===== config.mk =====
export PLATFORM = sky130hd
export DESIGN_NAME = wp_cache
export DESIGN_NICKNAME = d
export VERILOG_FILES = /design/src/rtl/wp_cache_pkg.sv /design/src/rtl/wp_cache_ctl.sv /design/src/rtl/wp_cache_dp.sv /design/src/rtl/wp_cache.sv
export SDC_FILE = /design/constraint.sdc
export NUM_CORES = 2
export LEC_CHECK = 0
export BUFFER_PORTS_ARGS = -buffer_cell sky130_fd_sc_hd__buf_2
export CORE_MARGIN = 2
export CORE_UTILIZATION = 40
export CTS_BUF_LIST = sky130_fd_sc_hd__clkbuf_4 sky130_fd_sc_hd__clkbuf_8
export CTS_CLUSTER_DIAMETER = 40
export DETAILED_ROUTE_END_ITERATION = 8
export PLACE_DENSITY = 0.64
export SKIP_LAST_GASP = 1
export SYNTH_ARGS = -nofsm -noshare
export SYNTH_HDL_FRONTEND = slang
export SYNTH_HIERARCHICAL = 1
export SYNTH_SLANG_ARGS = --single-unit

===== constraint.sdc =====
create_clock -name clk -period 12.2 [get_ports clk]
set_input_delay 3.66 -clock clk [delete_from_list [all_inputs] [get_ports clk]]
set_output_delay 3.66 -clock clk [all_outputs]
set_load 0.02 [all_outputs]

===== src/rtl/wp_cache_pkg.sv =====
package wp_cache_pkg;
  typedef enum logic [2:0] {
    ST_IDLE, ST_PRED, ST_REST, ST_VICT, ST_WB, ST_FILL
  } state_t;

  // strobes from control to datapath
  typedef struct packed {
    logic latch;       // capture request, read predictor
    logic probePred;   // predicted way banks enabled
    logic probeRest;   // all other ways enabled
    logic commit;      // hit completes this cycle
    logic pickVictim;  // sample LFSR for victim way
    logic wbPhase;     // lower memory sees victim address
    logic fillDone;    // refill data arrives this cycle
  } ctrl_t;
endpackage


===== src/rtl/wp_cache_ctl.sv =====
module wp_cache_ctl
  import wp_cache_pkg::*;
#(
  parameter int WAYS = 4
) (
  input  logic  clk,
  input  logic  rstN,
  input  logic  reqValid,
  input  logic  hitPred,
  input  logic  hitRest,
  input  logic  victimDirty,
  input  logic  memAck,
  output ctrl_t ctl,
  output logic  reqReady,
  output logic  rspValid,
  output logic  memReq,
  output logic  memWe
);
  state_t state, stateNext;

  always_ff @(posedge clk or negedge rstN) begin
    if (!rstN) state <= ST_IDLE;
    else       state <= stateNext;
  end

  always_comb begin
    ctl       = '0;
    stateNext = state;
    reqReady  = 1'b0;
    rspValid  = 1'b0;
    memReq    = 1'b0;
    memWe     = 1'b0;
    case (state)
      ST_IDLE: begin
        reqReady = 1'b1;
        if (reqValid) begin
          ctl.latch = 1'b1;
          stateNext = ST_PRED;
        end
      end
      ST_PRED: begin
        ctl.probePred = 1'b1;
        if (hitPred) begin
          ctl.commit = 1'b1;
          rspValid   = 1'b1;
          stateNext  = ST_IDLE;
        end else if (WAYS > 1) begin
          stateNext = ST_REST;
        end else begin
          ctl.pickVictim = 1'b1;
          stateNext      = ST_VICT;
        end
      end
      ST_REST: begin
        ctl.probeRest = 1'b1;
        if (hitRest) begin
          ctl.commit = 1'b1;
          rspValid   = 1'b1;
          stateNext  = ST_IDLE;
        end else begin
          ctl.pickVictim = 1'b1;
          stateNext      = ST_VICT;
        end
      end
      ST_VICT: stateNext = victimDirty ? ST_WB : ST_FILL;
      ST_WB: begin
        ctl.wbPhase = 1'b1;
        memReq      = 1'b1;
        memWe       = 1'b1;
        if (memAck) stateNext = ST_FILL;
      end
      ST_FILL: begin
        memReq = 1'b1;
        if (memAck) begin
          ctl.fillDone = 1'b1;
          rspValid     = 1'b1;
          stateNext    = ST_IDLE;
        end
      end
      default: stateNext = ST_IDLE;
    endcase
  end
endmodule


===== src/rtl/wp_cache_dp.sv =====
module wp_cache_dp
  import wp_cache_pkg::*;
#(
  parameter int ADDR_W = 12,
  parameter int WAYS   = 4,
  parameter int SETS   = 8,
  parameter int CNT_W  = 16
) (
  input  logic              clk,
  input  logic              rstN,
  input  ctrl_t             ctl,
  input  logic [ADDR_W-1:0] reqAddr,
  input  logic              reqWe,
  input  logic [31:0]       reqWdata,
  input  logic [3:0]        reqBe,
  output logic              hitPred,
  output logic              hitRest,
  output logic              victimDirty,
  output logic [31:0]       rspRdata,
  output logic [WAYS-1:0]   bankEn,
  output logic [ADDR_W-1:0] memAddr,
  output logic [31:0]       memWdata,
  input  logic [31:0]       memRdata,
  output logic [CNT_W-1:0]  cntPredHit,
  output logic [CNT_W-1:0]  cntMispHit,
  output logic [CNT_W-1:0]  cntMiss
);
  localparam int IDX_W = $clog2(SETS);
  localparam int TAG_W = ADDR_W - IDX_W;
  localparam int WAY_W = (WAYS > 1) ? $clog2(WAYS) : 1;
  localparam int PT_W  = IDX_W + 1;      // table holds twice the set count
  localparam int PT_N  = 2 * SETS;

  logic [TAG_W-1:0] tagArr  [WAYS][SETS];
  logic [31:0]      dataArr [WAYS][SETS];
  logic [WAYS-1:0]  validArr[SETS];
  logic [WAYS-1:0]  dirtyArr[SETS];
  logic [WAY_W-1:0] predTbl [PT_N];

  logic [PT_W-1:0]   ghr, tblIdx, tblIdxQ;
  logic [7:0]        lfsr;
  logic [ADDR_W-1:0] addrQ;
  logic              weQ;
  logic [31:0]       wdataQ, oldData, merged;
  logic [3:0]        beQ;
  logic [WAY_W-1:0]  predWay, victimWay, restWay, doneWay;
  logic [IDX_W-1:0]  idx;
  logic [TAG_W-1:0]  tag;

  assign idx    = addrQ[IDX_W-1:0];
  assign tag    = addrQ[ADDR_W-1:IDX_W];
  assign tblIdx = {1'b0, reqAddr[IDX_W-1:0]} ^ ghr;

  assign hitPred = validArr[idx][predWay] && (tagArr[predWay][idx] == tag);

  always_comb begin
    hitRest = 1'b0;
    restWay = '0;
    for (int w = 0; w < WAYS; w++) begin
      if (w[WAY_W-1:0] != predWay && validArr[idx][w] && tagArr[w][idx] == tag) begin
        hitRest = 1'b1;
        restWay = w[WAY_W-1:0];
      end
    end
  end

  assign doneWay = ctl.fillDone ? victimWay : (ctl.probeRest ? restWay : predWay);
  assign oldData = dataArr[doneWay][idx];

  always_comb begin
    for (int b = 0; b < 4; b++)
      merged[b*8 +: 8] = beQ[b] ? wdataQ[b*8 +: 8]
                       : (ctl.fillDone ? memRdata[b*8 +: 8] : oldData[b*8 +: 8]);
  end

  assign rspRdata = ctl.fillDone ? memRdata : oldData;

  always_comb begin
    bankEn = '0;
    if (ctl.probePred) bankEn[predWay] = 1'b1;
    if (ctl.probeRest) begin
      bankEn          = '1;
      bankEn[predWay] = 1'b0;
    end
  end

  assign victimDirty = validArr[idx][victimWay] && dirtyArr[idx][victimWay];
  assign memAddr     = ctl.wbPhase ? {tagArr[victimWay][idx], idx} : addrQ;
  assign memWdata    = dataArr[victimWay][idx];

  // storage arrays: no reset
  always_ff @(posedge clk) begin
    if ((ctl.commit && weQ) || ctl.fillDone)
      dataArr[doneWay][idx] <= weQ ? merged : memRdata;
    if (ctl.fillDone)
      tagArr[victimWay][idx] <= tag;
  end

  always_ff @(posedge clk or negedge rstN) begin
    if (!rstN) begin
      for (int s = 0; s < SETS; s++) begin
        validArr[s] <= '0;
        dirtyArr[s] <= '0;
      end
      for (int p = 0; p < PT_N; p++) predTbl[p] <= '0;
      ghr        <= '0;
      tblIdxQ    <= '0;
      lfsr       <= 8'h5A;
      addrQ      <= '0;
      weQ        <= 1'b0;
      wdataQ     <= '0;
      beQ        <= '0;
      predWay    <= '0;
      victimWay  <= '0;
      cntPredHit <= '0;
      cntMispHit <= '0;
      cntMiss    <= '0;
    end else begin
      lfsr <= {lfsr[6:0], lfsr[7] ^ lfsr[5] ^ lfsr[4] ^ lfsr[3]};
      if (ctl.latch) begin
        addrQ   <= reqAddr;
        weQ     <= reqWe;
        wdataQ  <= reqWdata;
        beQ     <= reqBe;
        tblIdxQ <= tblIdx;
        predWay <= (WAYS == 1) ? '0 : predTbl[tblIdx];
      end
      if (ctl.pickVictim)
        victimWay <= (WAYS == 1) ? '0 : lfsr[WAY_W-1:0];
      if (ctl.commit || ctl.fillDone) begin
        predTbl[tblIdxQ] <= doneWay;
        ghr              <= PT_W'({ghr, doneWay});
      end
      if (ctl.commit && weQ) dirtyArr[idx][doneWay] <= 1'b1;
      if (ctl.fillDone) begin
        validArr[idx][victimWay] <= 1'b1;
        dirtyArr[idx][victimWay] <= weQ;
      end
      if (ctl.commit && ctl.probePred && cntPredHit != '1) cntPredHit <= cntPredHit + 1'b1;
      if (ctl.commit && ctl.probeRest && cntMispHit != '1) cntMispHit <= cntMispHit + 1'b1;
      if (ctl.fillDone && cntMiss != '1) cntMiss <= cntMiss + 1'b1;
    end
  end
endmodule


===== src/rtl/wp_cache.sv =====
module wp_cache
  import wp_cache_pkg::*;
#(
  parameter int ADDR_W = 12,
  parameter int WAYS   = 4,
  parameter int SETS   = 8,
  parameter int CNT_W  = 16
) (
  input  logic              clk,
  input  logic              rstN,
  input  logic              reqValid,
  output logic              reqReady,
  input  logic              reqWe,
  input  logic [ADDR_W-1:0] reqAddr,
  input  logic [31:0]       reqWdata,
  input  logic [3:0]        reqBe,
  output logic              rspValid,
  output logic [31:0]       rspRdata,
  output logic [WAYS-1:0]   bankEn,
  output logic              memReq,
  output logic              memWe,
  output logic [ADDR_W-1:0] memAddr,
  output logic [31:0]       memWdata,
  input  logic [31:0]       memRdata,
  input  logic              memAck,
  output logic [CNT_W-1:0]  cntPredHit,
  output logic [CNT_W-1:0]  cntMispHit,
  output logic [CNT_W-1:0]  cntMiss
);
  ctrl_t ctl;
  logic  hitPred, hitRest, victimDirty;

  wp_cache_ctl #(.WAYS(WAYS)) u_ctl (
    .clk(clk), .rstN(rstN), .reqValid(reqValid), .hitPred(hitPred),
    .hitRest(hitRest), .victimDirty(victimDirty), .memAck(memAck), .ctl(ctl),
    .reqReady(reqReady), .rspValid(rspValid), .memReq(memReq), .memWe(memWe)
  );

  wp_cache_dp #(.ADDR_W(ADDR_W), .WAYS(WAYS), .SETS(SETS), .CNT_W(CNT_W)) u_dp (
    .clk(clk), .rstN(rstN), .ctl(ctl), .reqAddr(reqAddr), .reqWe(reqWe),
    .reqWdata(reqWdata), .reqBe(reqBe), .hitPred(hitPred), .hitRest(hitRest),
    .victimDirty(victimDirty), .rspRdata(rspRdata), .bankEn(bankEn),
    .memAddr(memAddr), .memWdata(memWdata), .memRdata(memRdata),
    .cntPredHit(cntPredHit), .cntMispHit(cntMispHit), .cntMiss(cntMiss)
  );
endmodule


Yosys cells after proc, flatten, opt, wreduce, memory -nomap -nowiden:

Memories as Yosys holds them, arrays and structs flattened.
Index checks and enable logic that the tools add are counted.

* flip-flop bits (word level): 216
* bits in writable memories: 1312
* input bits: 85
* memories: 2

* $add $sub $neg: 3
* $lt $le $gt $ge: 11
* equality and inequality tests: 19
* mux-type cells: 106
* bitwise operators: 10
* reduce and logical (&&, ||, !) cells: 27

Memory list
* u_dp.dataArr: words 4, width 256, rd ports 2, clocked after memory_dff 0, write ports 1, line wp_cache_dp.sv:35 `logic [31:0] dataArr [WAYS][SETS];`
* u_dp.tagArr: words 4, width 72, rd ports 6, clocked after memory_dff 0, write ports 1, line wp_cache_dp.sv:34 `logic [TAG_W-1:0] tagArr [WAYS][SETS];`

Operator list (count)
* 32-bit 2-to-1 mux: 9
* 256-bit 2-to-1 mux: 1
* 32-bit binary-select mux with 3-bit select: 2
* 9-bit binary-select mux with 3-bit select: 6
* 9-bit 2-to-1 mux: 13
* 32-bit demux with 3-bit select: 1
* 72-bit 2-to-1 mux: 1
* 32-bit bitwise mux: 2
* 8-bit 2-to-1 mux: 8
* 32-bit bitwise OR: 2
* 16-bit by 1-bit adder with 16-bit output (second input constant): 3
* 16-bit != test (second input constant): 3
* 9-bit == test: 5
* 4-bit 2-to-1 mux: 8
* 9-bit demux with 3-bit select: 1
* 1-bit 2-to-1 mux: 26
* 4-bit binary-select mux with 3-bit select: 2
* 4-bit demux with 3-bit select: 2
* 1-bit logical AND: 21
* 2-bit 2-to-1 mux: 9
* 3-bit case mux with 6 select lines: 1
* 12-bit 2-to-1 mux: 1
* 5-bit >= comparator (second input constant): 2
* 4-bit inverter with 5-bit output: 2
* 27 further kinds: 45

Logic depth before layout (Yosys ltp):

* depth after elaboration: 21
* mapped depth: 22

Modules after synthesis:

The synthesis kept the hierarchy.

Modules (own cells, without submodules)
* wp_cache_dp: times used 1, cells each 4575, area an instance 72627.2 sq um
* wp_cache_ctl: times used 1, cells each 28, area an instance 232.7 sq um

Worst setup path after synthesis:

Ideal clock, no wire load.

* kind: input-to-output
* from: in memAck
* to: out rspRdata[27]
* data arrival time: 6.320 ns
* required time: 8.540 ns
* slack: 2.220 ns
* stages: 14
* buffers on the path: 3
* cell sequence: nand2_1 > nor2_1 > clkbuf_1 > nor2_1 > a21boi_0 > o21ai_2 > nor2_1 > buf_2 > buf_1 > nand3_1 > a21oi_1 > a211oi_1 > nand4_1 > a21boi_0

RTL lines
* start: declaration: line wp_cache.sv:25 `input logic memAck,`
* end: declaration: line wp_cache.sv:18 `output logic [31:0] rspRdata,`

Worst setup path in the final report:

* from: reg u_dp.addrQ[1]
* to: out rspRdata[3]

* longest elaborated chain between the ends: 16
* elaborated cells between the ends (all ways): 32
* those cells by class: 3 x eq/ne; 21 x mux; 1 x bitwise; 6 x reduce/logical; 1 x memory

Ends and longest elaborated chain
* start: declaration: line wp_cache_dp.sv:42 `logic [ADDR_W-1:0] addrQ;`
* start signal: assignment: line wp_cache_dp.sv:121 `addrQ <= reqAddr;`
* 3-bit inverter with 4-bit output (not written as such) (*): line wp_cache_dp.sv:60, wp_cache_dp.sv:68
* 9-bit binary-select mux with 3-bit select / 4-bit binary-select mux with 3-bit select (equally long branches): line wp_cache_dp.sv:60 `if (w[WAY_W-1:0] != predWay && validArr[idx][w] && tagArr[w][idx] == tag) begin`
* 9-bit 2-to-1 mux (not written as such) / 4-bit 2-to-1 mux (equally long branches) (2 in series)
* 9-bit == test / 1-bit logical AND (equally long branches): line wp_cache_dp.sv:60
* 1-bit logical AND: line wp_cache_dp.sv:60
* 1-bit 2-to-1 mux: line wp_cache_dp.sv:60
* 2-bit 2-to-1 mux (2 in series): line wp_cache_dp.sv:60
* 2-bit 2-to-1 mux (2 in series): line wp_cache_dp.sv:67 `assign doneWay = ctl.fillDone ? victimWay : (ctl.probeRest ? restWay : predWay);`
* memory read 4 x 256 bit
* 32-bit binary-select mux with 3-bit select (*): line wp_cache_dp.sv:68 `assign oldData = dataArr[doneWay][idx];`
* 32-bit 2-to-1 mux (not written as such) (*) (2 in series): line wp_cache_dp.sv:68
* 32-bit 2-to-1 mux (*): line wp_cache_dp.sv:76 `assign rspRdata = ctl.fillDone ? memRdata : oldData;`

Every way passes the cells marked *; elsewhere a longest branch is shown, timed or not. The select of a mux whose other input is x is not followed.

==> results.py <==
metrics = {
    "outcome": {
        "status": "completed",
    },
    "min_path": {
        "worstHoldPathType": "reg -> reg",
    },
    "synth": {
        "synth_area_um2": 72900,
        "syn_inst": 4603,
        "synthArstFlopShare_pct": 14.1,
        "synth_area_leader_cell": "edfxtp_1",
        "ys_warn_count": 6,
        "yosysTopAreaCellShare_pct": 54.1,
        "synth_cell_type_count": 70,
        "syn_area_per_cell_um2": 15.8,
        "synth_seq_cells": 1528,
        "synth_most_common_cell": "edfxtp_1",
        "seq_area_frac_synth_pct": 61.5,
        "syn-num-nets": 4691,
        "synth_edf_count": 1312,
        "synth_ff_type": "edfxtp_1",
        "synth.area.top_cells": "edfxtp_1, mux4_2, dfrtp_1",
        "synthTopCellsByCount": "edfxtp_1, mux4_2, mux2i_1",
    },
    "sta": {
        "fin_setup_tns_ns": 0,
        "setup_viol": 0,
        "post-route-period-util_pct": 96.6,
        "rsz0062_at_grt": "false",
        "fin_skew_ns": 0.128,
        "max_clock_freq_mhz": 84.9,
        "hold_slack_ns": 0.351,
        "drv_slew": 0,
        "maxSlewHeadroom_pct": 11.9,
        "max_slew.worst_pin.slew_ns": 1.32,
        "period_minus_slack_ns": 11.78,
        "hold_viol_final": 0,
    },
    "setup_path": {
        "arrival_ns": 8.12,
        "end_kind": "output pin",
        "crit_slowest_cell": "dfrtp_2",
        "crit_chain": "buf_4, nor2b_1, a221oi_1, xnor2_1, nand4_1, o211ai_1, a21o_4, buf_4, mux2i_1, o22ai_1, nor4_1, nand3_1, a21boi_0, buf_2",
        "cp_common_cell": "buf_4",
        "worst-path-max-fanout": 45,
        "critPathKind": "reg -> out",
        "cp-start-kind": "register",
        "slowest_delay_ns": 1.04,
        "cp.required_ns": 8.54,
    },
    "clock_network": {
        "clk_pin_slew_ns": 0.06,
        "cts_sinks": 1528,
        "clock_latency_ns": 1.05,
        "numCtsBuffers": 303,
        "cts_resized": 0,
        "clockRootBuffer": "clkbuf_8",
        "cts_tree": "built",
        "cts_hold_buf": 0,
        "cts_buffer_depth": 4,
        "cts_max_level": 5,
        "cts_setup_buffers": 0,
    },
    "floorplanning": {
        "dieArea_um2": 186000,
        "die_w_um": 431,
        "pin_count": 217,
        "fp.dieH_um": 431,
        "rows": 156,
        "initial_core_util_pct": 40.3,
        "core_region_area_um2": 181000,
    },
    "drt": {
        "drt-initial-drc-count": 6705,
        "drc": 0,
        "routed_via_density": 6.47,
        "drtPass1Iterations": 7,
        "route.vias.total": 48542,
        "ant_nets": 0,
        "totalWireLength_um": 244000,
        "routedWlPerCell_um": 32.5,
    },
    "layout": {
        "nets": 5012,
        "fin_util_pct": 45.9,
        "design_area_um2": 83100,
        "drive_above_1_share_pct": 30.1,
        "area_delta_synth_final_pct": 14.0,
    },
    "placement": {
        "dpl.hpwl_um": 139000,
        "numPortBuffers": 216,
        "dpl-instance-area_um2": 77200,
        "gp_congestion": 0.865,
    },
    "global_routing": {
        "grt_pass1_vias": 48087,
        "antenna_found_initial": 8,
        "grt_pass1_wl_um": 344000,
        "overflow": 0,
        "grt_max_degree": 139,
        "grt_use_total_pct": 25.8,
    },
    "run": {
        "maxCapViolCount": 0,
    },
    "power_and_ir_drop": {
        "ir_drop_v": 0.000246,
        "power.density_nw_per_um2": 243,
        "leakage_nw": 29.4,
    },
}
[kinds of logic after synthesis]
family                   count (synthesis)  synth area share, %
AO/OA/AOI/OAI                          795                 7.54
XOR/XNOR                                82                0.986
adder cells (fa/ha/maj)                  3               0.0515
buffers and inverters                  401                 2.29
flip-flops                            1528                 61.5
multiplexers                          1022                 22.6
AND/OR/NAND/NOR                        772                 5.07
[cell usage in the layout, fill, tap and decap left out, types with 26 or more instances in the layout]
cell type / instances
nor4_1: 36
nor2_1: 114
buf_2: 215
mux4_2: 487
clkbuf_4: 74
clkbuf_8: 319
nand2_1: 266
a221oi_1: 66
o21ai_0: 88
edfxtp_1: 1312
o22ai_1: 166
nor3_1: 26
xnor2_1: 61
clkinv_1: 47
nor2_4: 36
a211oi_1: 34
nand3_1: 79
buf_4: 137
mux2i_1: 445
mux2_2: 89
inv_1: 48
dfrtp_1: 205
nand4_1: 60
clkinv_2: 38
a22oi_1: 162
a21oi_1: 89
or2_2: 26
a22o_1: 33
[power breakdown]
part	switching, W	internal (W)	total (W)
registers	0.000255	0.00700	0.00726
clock network	0.00224	0.00288	0.00512
logic	0.00529	0.00253	0.00783
[worst max-delay path: cells and delay by family, from the launching register on]
| kind | cells | cell delay (ns) |
|---|---|---|
| xor+xnor | 1 | 0.39 |
| flops | 1 | 1.04 |
| buf+inv | 3 | 1.37 |
| compound gates | 5 | 2.12 |
| simple gates | 4 | 1.73 |
| mux | 1 | 0.36 |
[area by class of cell]
class | count | area (µm²)
Antenna cell | 1 | 2.50
Sequential cell | 1528 | 44800
Clock buffer | 393 | 4950
Clock inverter | 124 | 921
Inverter | 51 | 191
Fill cell | 15578 | 97900
Tap cell | 2370 | 2970
Multi-Input combinational cell | 2674 | 26800
Timing Repair Buffer | 366 | 2380
[through the flow]
| step | setup WS (ns) | std cells | total power [W] |
|---|---|---|---|
| floorplan | 2.22 | 4603 | 0.0121 |
| global placement | 0.893 | 6989 | 0.0150 |
| detailed placement | 0.871 | 6989 | 0.0151 |
| CTS | 0.645 | 7506 | 0.0202 |
| global route | 0.360 | 7507 | 0.0209 |
| finish | 0.417 | 7507 | 0.0202 |
[metal layers]
metal  share of wire, %  track usage (%)  vias up
li1                   -                -    19549
met5             0.0066                0        -
met4                5.6             13.4        4
met1                 37             33.1    24879
met2                 47             40.7     3381
met3                 11             6.20      729
[path summary, 6_finish.rpt]
check / end / depth (start not counted) / startpoint / slack, ns
worst min-delay path: u_dp/lfsr[3]$_DFF_PN1_ / 0 / u_dp/lfsr[2]$_DFF_PN0_ / 0.35
worst min register to register: u_dp/lfsr[3]$_DFF_PN1_ / 0 / u_dp/lfsr[2]$_DFF_PN0_ / 0.35
min in group asynchronous: u_dp/wdataQ[17]$_DFFE_PN0P_ / 1 / rstN / 2.69
worst max register to register: u_dp/dataArr[0][35]$_DFFE_PP_ / 13 / u_dp/addrQ[1]$_DFFE_PN0P_ / 4.33
worst max-delay path: rspRdata[3] / 14 / u_dp/addrQ[1]$_DFFE_PN0P_ / 0.42
max in group asynchronous: u_dp/victimWay[0]$_DFFE_PN0P_ / 2 / rstN / 7.94
[registers in the layout, summed over array words and instances (netlist names)]
register and flops:
u_dp/dataArr 1024, u_dp/victimWay 2, u_dp/wdataQ 32, u_dp/ghr 4, u_dp/addrQ 12, u_dp/tblIdxQ 4
u_dp/predWay 2, u_ctl/state 3, u_dp/cntPredHit 16, u_dp/cntMiss 16, u_dp/cntMispHit 16, u_dp/tagArr 288
u_dp/validArr 32, u_dp/lfsr 8, u_dp/weQ 1, u_dp/beQ 4, u_dp/dirtyArr 32, u_dp/predTbl 32
Power figures use the tool's default switching activity.
